**config.mk**
```make
export PLATFORM = sky130hd
export DESIGN_NAME = pbw_sram
export DESIGN_NICKNAME = d
export VERILOG_FILES = /design/src/rtl/pbw_pkg.sv /design/src/rtl/pbw_in_stage.sv /design/src/rtl/pbw_lane_dec.sv /design/src/rtl/pbw_array.sv /design/src/rtl/pbw_out_stage.sv /design/src/rtl/pbw_sram.sv
export SDC_FILE = /design/constraint.sdc
export NUM_CORES = 2
export LEC_CHECK = 0
export BUFFER_PORTS_ARGS = -buffer_cell sky130_fd_sc_hd__buf_2
export CELL_PAD_IN_SITES_DETAIL_PLACEMENT = 0
export CELL_PAD_IN_SITES_GLOBAL_PLACEMENT = 1
export CORE_MARGIN = 2
export CORE_UTILIZATION = 25
export CTS_CLUSTER_SIZE = 25
export DETAILED_ROUTE_END_ITERATION = 8
export GPL_ROUTABILITY_DRIVEN = 0
export PLACE_DENSITY = 0.49
export SLEW_MARGIN = 20
export SYNTH_ARGS = -nofsm -noshare
export SYNTH_HDL_FRONTEND = slang
export SYNTH_SLANG_ARGS = --single-unit
```
**constraint.sdc**
```tcl
create_clock -name clk -period 3.78 [get_ports clk]
set_clock_uncertainty 0.05 [all_clocks]
set_input_delay 0.378 -clock clk [delete_from_list [all_inputs] [get_ports clk]]
set_output_delay 0.378 -clock clk [all_outputs]
set_load 0.01 [all_outputs]
```
**src/rtl/pbw_pkg.sv**
```systemverilog
package pbw_pkg;
    localparam int unsigned LANES  = 4;
    localparam int unsigned LANE_W = 8;
    localparam int unsigned WORD_W = LANES * LANE_W;

    typedef logic [LANES-1:0]  lane_mask_t;
    typedef logic [WORD_W-1:0] word_t;
endpackage

```
**src/rtl/pbw_in_stage.sv**
```systemverilog
module pbw_in_stage
    import pbw_pkg::*;
#(
    parameter int unsigned ADDR_W = 6
) (
    input  logic              clk,
    input  logic              rst_n,
    input  logic              sel_i,
    input  logic [ADDR_W-1:0] addr_i,
    input  word_t             wdata_i,
    input  lane_mask_t        lane_en_i,
    input  logic              bw_en_i,
    input  logic              gw_en_i,
    output logic              sel_o,
    output logic [ADDR_W-1:0] addr_o,
    output word_t             wdata_o,
    output lane_mask_t        lane_en_o,
    output logic              bw_en_o,
    output logic              gw_en_o
);
    typedef struct packed {
        logic              sel;
        logic [ADDR_W-1:0] addr;
        word_t             wdata;
        lane_mask_t        lane_en;
        logic              bw_en;
        logic              gw_en;
    } req_t;

    req_t req_d, req_q;

    always_comb begin
        req_d.sel     = sel_i;
        req_d.addr    = addr_i;
        req_d.wdata   = wdata_i;
        req_d.lane_en = lane_en_i;
        req_d.bw_en   = bw_en_i;
        req_d.gw_en   = gw_en_i;
    end

    always_ff @(posedge clk or negedge rst_n) begin
        if (!rst_n) begin
            req_q <= '0;
        end else begin
            req_q <= req_d;
        end
    end

    assign sel_o     = req_q.sel;
    assign addr_o    = req_q.addr;
    assign wdata_o   = req_q.wdata;
    assign lane_en_o = req_q.lane_en;
    assign bw_en_o   = req_q.bw_en;
    assign gw_en_o   = req_q.gw_en;
endmodule

```
**src/rtl/pbw_lane_dec.sv**
```systemverilog
module pbw_lane_dec
    import pbw_pkg::*;
(
    input  logic       sel_i,
    input  logic       bw_en_i,
    input  logic       gw_en_i,
    input  lane_mask_t lane_en_i,
    output lane_mask_t lane_we_o,
    output logic       rd_o
);
    logic       wr_cycle;
    lane_mask_t mask;

    always_comb begin
        wr_cycle = sel_i & (gw_en_i | bw_en_i);
        if (gw_en_i) begin
            mask = '1;
        end else if (bw_en_i) begin
            mask = lane_en_i;
        end else begin
            mask = '0;
        end
        lane_we_o = wr_cycle ? mask : '0;
        rd_o      = sel_i & ~wr_cycle;
    end
endmodule

```
**src/rtl/pbw_array.sv**
```systemverilog
module pbw_array
    import pbw_pkg::*;
#(
    parameter int unsigned DEPTH  = 64,
    parameter int unsigned ADDR_W = $clog2(DEPTH)
) (
    input  logic              clk,
    input  lane_mask_t        lane_we_i,
    input  logic [ADDR_W-1:0] addr_i,
    input  word_t             wdata_i,
    output word_t             rdata_o
);
    for (genvar l = 0; l < LANES; l++) begin : g_lane
        logic [LANE_W-1:0] mem_q [DEPTH];

        always_ff @(posedge clk) begin
            if (lane_we_i[l]) begin
                mem_q[addr_i] <= wdata_i[l*LANE_W +: LANE_W];
            end
        end

        assign rdata_o[l*LANE_W +: LANE_W] = mem_q[addr_i];
    end
endmodule

```
**src/rtl/pbw_out_stage.sv**
```systemverilog
module pbw_out_stage
    import pbw_pkg::*;
(
    input  logic  clk,
    input  logic  rst_n,
    input  logic  rd_i,
    input  word_t fetch_i,
    input  logic  oe_i,
    output word_t rdata_o,
    output logic  drive_o
);
    typedef struct packed {
        logic  drive;
        word_t data;
    } out_t;

    out_t out_d, out_q;

    always_comb begin
        out_d       = out_q;
        out_d.drive = rd_i;
        if (rd_i) begin
            out_d.data = fetch_i;
        end
    end

    always_ff @(posedge clk or negedge rst_n) begin
        if (!rst_n) begin
            out_q <= '0;
        end else begin
            out_q <= out_d;
        end
    end

    assign drive_o = oe_i & out_q.drive;
    assign rdata_o = drive_o ? out_q.data : '0;


    oe_gate_chk: assert property (@(posedge clk) disable iff (!rst_n)
        !oe_i |-> (rdata_o == '0 && !drive_o));


    drive_src_chk: assert property (@(posedge clk) disable iff (!rst_n)
        !rd_i |=> !drive_o);
endmodule

```
**src/rtl/pbw_sram.sv**
```systemverilog
module pbw_sram
    import pbw_pkg::*;
#(
    parameter int unsigned DEPTH  = 64,
    parameter int unsigned ADDR_W = $clog2(DEPTH)
) (
    input  logic              clk,
    input  logic              rst_n,
    input  logic              sel,
    input  logic [ADDR_W-1:0] addr,
    input  logic [31:0]       wdata,
    input  logic [3:0]        lane_en,
    input  logic              bw_en,
    input  logic              gw_en,
    input  logic              oe,
    output logic [31:0]       rdata,
    output logic              rdata_oe
);
    logic              sel_q;
    logic [ADDR_W-1:0] addr_q;
    word_t             wdata_q;
    lane_mask_t        lane_en_q;
    logic              bw_en_q;
    logic              gw_en_q;
    lane_mask_t        lane_we;
    logic              rd_req;
    word_t             fetch;

    pbw_in_stage #(.ADDR_W(ADDR_W)) u_in (
        .clk      (clk),
        .rst_n    (rst_n),
        .sel_i    (sel),
        .addr_i   (addr),
        .wdata_i  (wdata),
        .lane_en_i(lane_en),
        .bw_en_i  (bw_en),
        .gw_en_i  (gw_en),
        .sel_o    (sel_q),
        .addr_o   (addr_q),
        .wdata_o  (wdata_q),
        .lane_en_o(lane_en_q),
        .bw_en_o  (bw_en_q),
        .gw_en_o  (gw_en_q)
    );

    pbw_lane_dec u_dec (
        .sel_i    (sel_q),
        .bw_en_i  (bw_en_q),
        .gw_en_i  (gw_en_q),
        .lane_en_i(lane_en_q),
        .lane_we_o(lane_we),
        .rd_o     (rd_req)
    );

    pbw_array #(.DEPTH(DEPTH), .ADDR_W(ADDR_W)) u_mem (
        .clk      (clk),
        .lane_we_i(lane_we),
        .addr_i   (addr_q),
        .wdata_i  (wdata_q),
        .rdata_o  (fetch)
    );

    pbw_out_stage u_out (
        .clk    (clk),
        .rst_n  (rst_n),
        .rd_i   (rd_req),
        .fetch_i(fetch),
        .oe_i   (oe),
        .rdata_o(rdata),
        .drive_o(rdata_oe)
    );


    desel_nowr_chk: assert property (@(posedge clk) disable iff (!rst_n)
        $past(!sel) |-> (lane_we == '0));


    global_wr_chk: assert property (@(posedge clk) disable iff (!rst_n)
        $past(sel && gw_en) |-> (lane_we == '1));


    byte_wr_chk: assert property (@(posedge clk) disable iff (!rst_n)
        $past(sel && !gw_en && bw_en) |-> (lane_we == $past(lane_en)));


    wr_nodrive_chk: assert property (@(posedge clk) disable iff (!rst_n)
        (sel_q && (gw_en_q || bw_en_q)) |=> !rdata_oe);
endmodule

```
* After elaboration in Yosys (flattened, before gate mapping) *
Memory sizes are Yosys's and may differ from the RTL's. A register that Yosys moved wholly into a read port is not among the register bits.
Cells that the tools add are included.

cells by class
  multiplexer cells = 12
  bitwise logic cells = 5
  reductions and logical operators = 4

operators by type and width
  kind                number
  two-way mux 32 bit  1
  two-way mux 4 bit   3
  two-way mux 1 bit   8
  zero test 1 bit     4
  bitwise AND 1 bit   3
  inverter 1 bit      1
  bitwise OR 1 bit    1

storage, ports and cells
  register bits = 46
  memory bits (writable) = 2048
  input bits = 48
  output and inout bits = 33
  logic and storage cells = 32
  memories kept = 4

memory list
  name                   words  bits a word  read ports  clocked after memory_dff  wr ports  line             source
  u_mem.g_lane[0].mem_q  64     8            1           1                         1         pbw_array.sv:14  logic [LANE_W-1:0] mem_q [DEPTH];
  u_mem.g_lane[1].mem_q  64     8            1           1                         1         pbw_array.sv:14
  u_mem.g_lane[2].mem_q  64     8            1           1                         1         pbw_array.sv:14
  u_mem.g_lane[3].mem_q  64     8            1           1                         1         pbw_array.sv:14

* Logic depth before layout (Yosys ltp) *
  word-level depth = 5
  depth in mapped cells = 12
  gate-level depth less buffers = 7

* Modules after synthesis *
Synthesis repeated with hierarchy kept, for this count alone.

second synthesis, totals
  cell total of the unflattened synthesis = 4657
  area total of the unflattened synthesis = 81215.4 um^2

by module, submodules not included
  module         instances  cells each  area an instance (um^2)  sequential area each (um^2)
  pbw_array      1          4495        78437.7                  61499.0
  pbw_out_stage  1          108         1599.0                   825.8
  pbw_in_stage   1          45          1126.1                   1126.1
  pbw_lane_dec   1          9           52.6                     0.0

* Least setup slack after synthesis *
Ideal clock, no wire load.

  path type = register to register
  start point = register u_in.req_q, in the netlist u_in.addr_o[4]
  end point = memory u_mem.g_lane[0].mem_q[38][0], enable pin
  library setup time = 0.370 ns
  arrival = 2.136 ns
  data required time = 3.360 ns
  path slack = 1.224 ns
  cell stages (with the launch flop) = 7
  path buffers = 3
  clock period less this slack = 2.556 ns
  path through = dfrtp_1 clkbuf_1 nor3b_1 clkbuf_1 buf_1 nand2_1 nor2_1

RTL lines
  item                    line                source
  start, declared         pbw_in_stage.sv:30  req_t req_d, req_q;
  start signal, assigned  pbw_in_stage.sv:45  req_q <= req_d;
  end, declared           pbw_array.sv:14

No word-level cell before the write port.

* Worst setup path after layout *
  start point = register u_in.req_q, in the netlist u_in.addr_o[4]
  end point = memory u_mem.g_lane[3].mem_q[16][5], enable pin

RTL lines
  item           line
  end, declared  pbw_array.sv:14

No word-level cell before the write port.

==> results by group <==
Yosys
  • Yosys reg bits: 2126
  • Avg Synthesized Cell Area: 18.3 um2
  • Ys flop type: edfxtp_1
  • Share of the synthesized area in the top cell type: 74.9%
  • Syn Std Cell Area: 82100 um2
  • Syn nets: 4541
  • Synth area leader: edfxtp_1
  • Post-Synthesis Cells: 4493
  • Top post-synthesis cells by area: edfxtp_1 75%, mux4_2 5.3%, mux2i_1 2.8%
  • Distinct cells, synth: 67
  • EDFF count, synth: 2048
  • Sequential area share after synthesis: 77.3%
  • FFs w/ async S/R, synth: 3.67%
  • YS warnings: 0

Setup path
  • Worst setup SP type: register
  • CP Capture Type: register
  • Critical Path RT: 4.30 ns
  • Worst EP arrival: 4.11 ns
  • Crit Path Max Fanout: 14
  • CP most frequent cell: buf_4
  • Slowest CP cell: nor3b_4
  • Max incr delay on CP: 0.84 ns
  • Crit-path cells: nor3b_4, buf_4, nand2_1, nor2_1, buf_4
  • Cells on worst reg2reg path: 5
  • Critical path class: register to register

Timing
  • Final min period: 3.59 ns
  • Fin Hold WS: 0.0137 ns
  • Slew margin rel.: 26.4%
  • Max Clock Freq: 279 MHz
  • Fin worst setup slack: 0.194 ns
  • TNS Setup: 0 ns
  • Worst-Margin Slew: 1.10 ns
  • Hold Fails Final Rpt: 0
  • Final-report setup violation count: 0
  • Period utilisation layout: 94.9%
  • RSZ-0062 raised after global routing: false
  • Final Max Tran Viols: 0

Global route
  • Total gr overflow: 0
  • Largest net degree at the start of global routing: 67
  • Vias in the first global route: 47800
  • Global-route wire length before repair: 429000 um
  • GR Util All Layers: 18.8%
  • Initial antenna violation count: 38

Floorplan
  • Top Ports: 81
  • Site Rows: 210
  • Full die area: 333000 um2
  • Die width: 577 um
  • Core Box Area: 327000 um2
  • Starting Density: 25.1%
  • Die span in y: 577 um

Clock tree
  • Setup Fix Bufs, Post-CTS: 0
  • Sink Count: 2126
  • Clock Tree Root: clkbuf_16
  • Worst skew pair latency: 0.89 ns
  • Clk buf depth: 3
  • CTS buffer count: 223
  • Post-cts sizing count: 0
  • TritonCTS clock tree: done
  • Clock transition at path regs: 0.06 ns
  • H-tree depth: 4

Power and ir drop
  • Static leakage: 32.2 nW
  • Power per cell area: 521 nW/um2
  • IR drop worst, VDD: 0.000491 V

Placed design
  • Number of I/O port buffers: 80
  • Worst slack, placed: 0.280 ns
  • HPWL Detailed: 207000 um

Finish
  • Area Overhead vs Synth: 20.9%
  • # fillers: 32100
  • Layout cells sized above 1: 26.1%
  • # nets final: 5134

Route
  • Routed Wire Length: 318000 um
  • Drt first pass iters: 5
  • Antenna-violating nets left: 0
  • DRC viols: 0
  • Vias: 48100
  • Wire per inst: 33.0 um
  • Detail-routed via count per cell: 4.99
  • Initial DRC count: 6026

Worst hold path
  • Hold crit path type: input pin to asynchronous set/reset pin

Outcome
  • Outcome: finished, final reports clean

Job
  • Maxcap violations: 0
==> cells by family after synthesis <==
| group | share of synthesized area (%) |
|---|---|
| flops | 77.3 |
| compound gates | 7.47 |
| simple gates | 3.31 |
| mux | 9.99 |
| buf+inv | 1.95 |
==> state kept, by name, indices dropped and copies added, names as in the netlist <==
| signal | flops |
|---|---|
| u_in.addr_o | 6 |
| u_in.bw_en_o | 1 |
| u_in.gw_en_o | 1 |
| u_in.lane_en_o | 4 |
| u_in.sel_o | 1 |
| u_in.wdata_o | 32 |
| u_mem.g_lane.mem_q | 2048 |
| u_out.out_q | 33 |
==> repair_timing <==
item / CTS / global route
endpoints found under the setup margin: 0 / 0
hold buffers: 46 / 0
hold endpoints to repair: 82 / 0
==> cell type report <==
cell class | instances | area, um2 | share of cell area [%]
clock buffer | 271 | 5920 | 5.97
multi-input combinational | 2048 | 17200 | 17.4
tap | 4346 | 5440 | 5.48
sequential | 2126 | 63500 | 64.0
inverter | 4 | 25.0 | 0.0252
antenna | 13 | 32.5 | 0.0328
clock inverter | 144 | 1480 | 1.49
timing repair buffer | 683 | 5660 | 5.70
==> power by group <==
part           switching [mW]  leakage [nW]  total [mW]  internal (mW)
sequential              0.440          19.3        26.5           26.0
combinational            1.94          9.33        2.90          0.958
clock                    9.54          3.60        22.3           12.8
total                    11.9          32.2        51.7           39.8
==> metrics by stage <==
step,power (mW),util (%),instances,cell area (um2)
2_1_floorplan,28.1,-,4493,82100
3_3_place_gp,29.8,27.9,9159,91300
6_report,51.7,30.4,9635,99300
4_1_cts,52.2,30.3,9621,99200
3_5_place_dp,29.8,27.9,9160,91400
5_1_grt,53.2,30.3,9630,99300
==> layout by cell type (no fill, tap or decap), types with 92 or more instances in the layout <==
cell type and instances:
a21oi_1 129, o22ai_1 92, edfxtp_1 2048, a22oi_1 109, mux2i_1 229, nand2_1 141
a221oi_1 205, nor2_1 363, o21ai_0 111, mux4_2 194, buf_4 509, mux2_2 135
clkbuf_16 226
==> synth_stat cells (10+ instances only) <==
| library cell | instances |
|---|---|
| a22oi_1 | 109 |
| mux2i_1 | 229 |
| and3_1 | 45 |
| buf_6 | 20 |
| nor2_1 | 373 |
| o2bb2ai_1 | 15 |
| edfxtp_1 | 2048 |
| o21ai_0 | 111 |
| dfrtp_1 | 78 |
| a221o_1 | 31 |
| a221oi_1 | 205 |
| nand3_1 | 23 |
| o22ai_1 | 92 |
| buf_1 | 26 |
| nand2_1 | 145 |
| mux2_2 | 135 |
| o221ai_1 | 11 |
| buf_2 | 105 |
| a31oi_1 | 22 |
| a21oi_1 | 129 |
| buf_4 | 30 |
| mux4_2 | 194 |
| o32a_1 | 20 |
| a211oi_1 | 10 |
| clkbuf_1 | 132 |
| a22o_1 | 25 |
==> critical path, delay by kind of cell (launching register included) <==
family / cells / cell delay (ns)
buffers and inverters: 2 / 0.70
DFF: 1 / 0.75
and+or+nand+nor: 3 / 1.73
==> worst paths after layout <==
kind / start / end / slack, ns
worst max register to register: u_in.addr_o[4] / u_mem.g_lane[3].mem_q[16][5] / 0.19
worst min register to register: u_out.out_q[10] / u_out.out_q[10] / 0.56
max in group asynchronous: rst_n / u_in.wdata_o[17] / 2.51
min in group clk: sel / u_in.sel_o / 0.08
worst max-delay path: u_in.addr_o[4] / u_mem.g_lane[3].mem_q[16][5] / 0.19
worst min-delay path: rst_n / u_in.wdata_o[0] / 0.01
==> layer usage <==
| layer | track usage (%) | wire length [um] | vias up |
|---|---|---|---|
| met5 | 0 | 36 | - |
| met4 | 5.52 | 9270 | 6 |
| met3 | 3.11 | 22300 | 398 |
| met2 | 30.3 | 150000 | 2087 |
| met1 | 25.9 | 137000 | 26100 |
| li1 | - | - | 19600 |
Power figures use the tool's default switching activity.
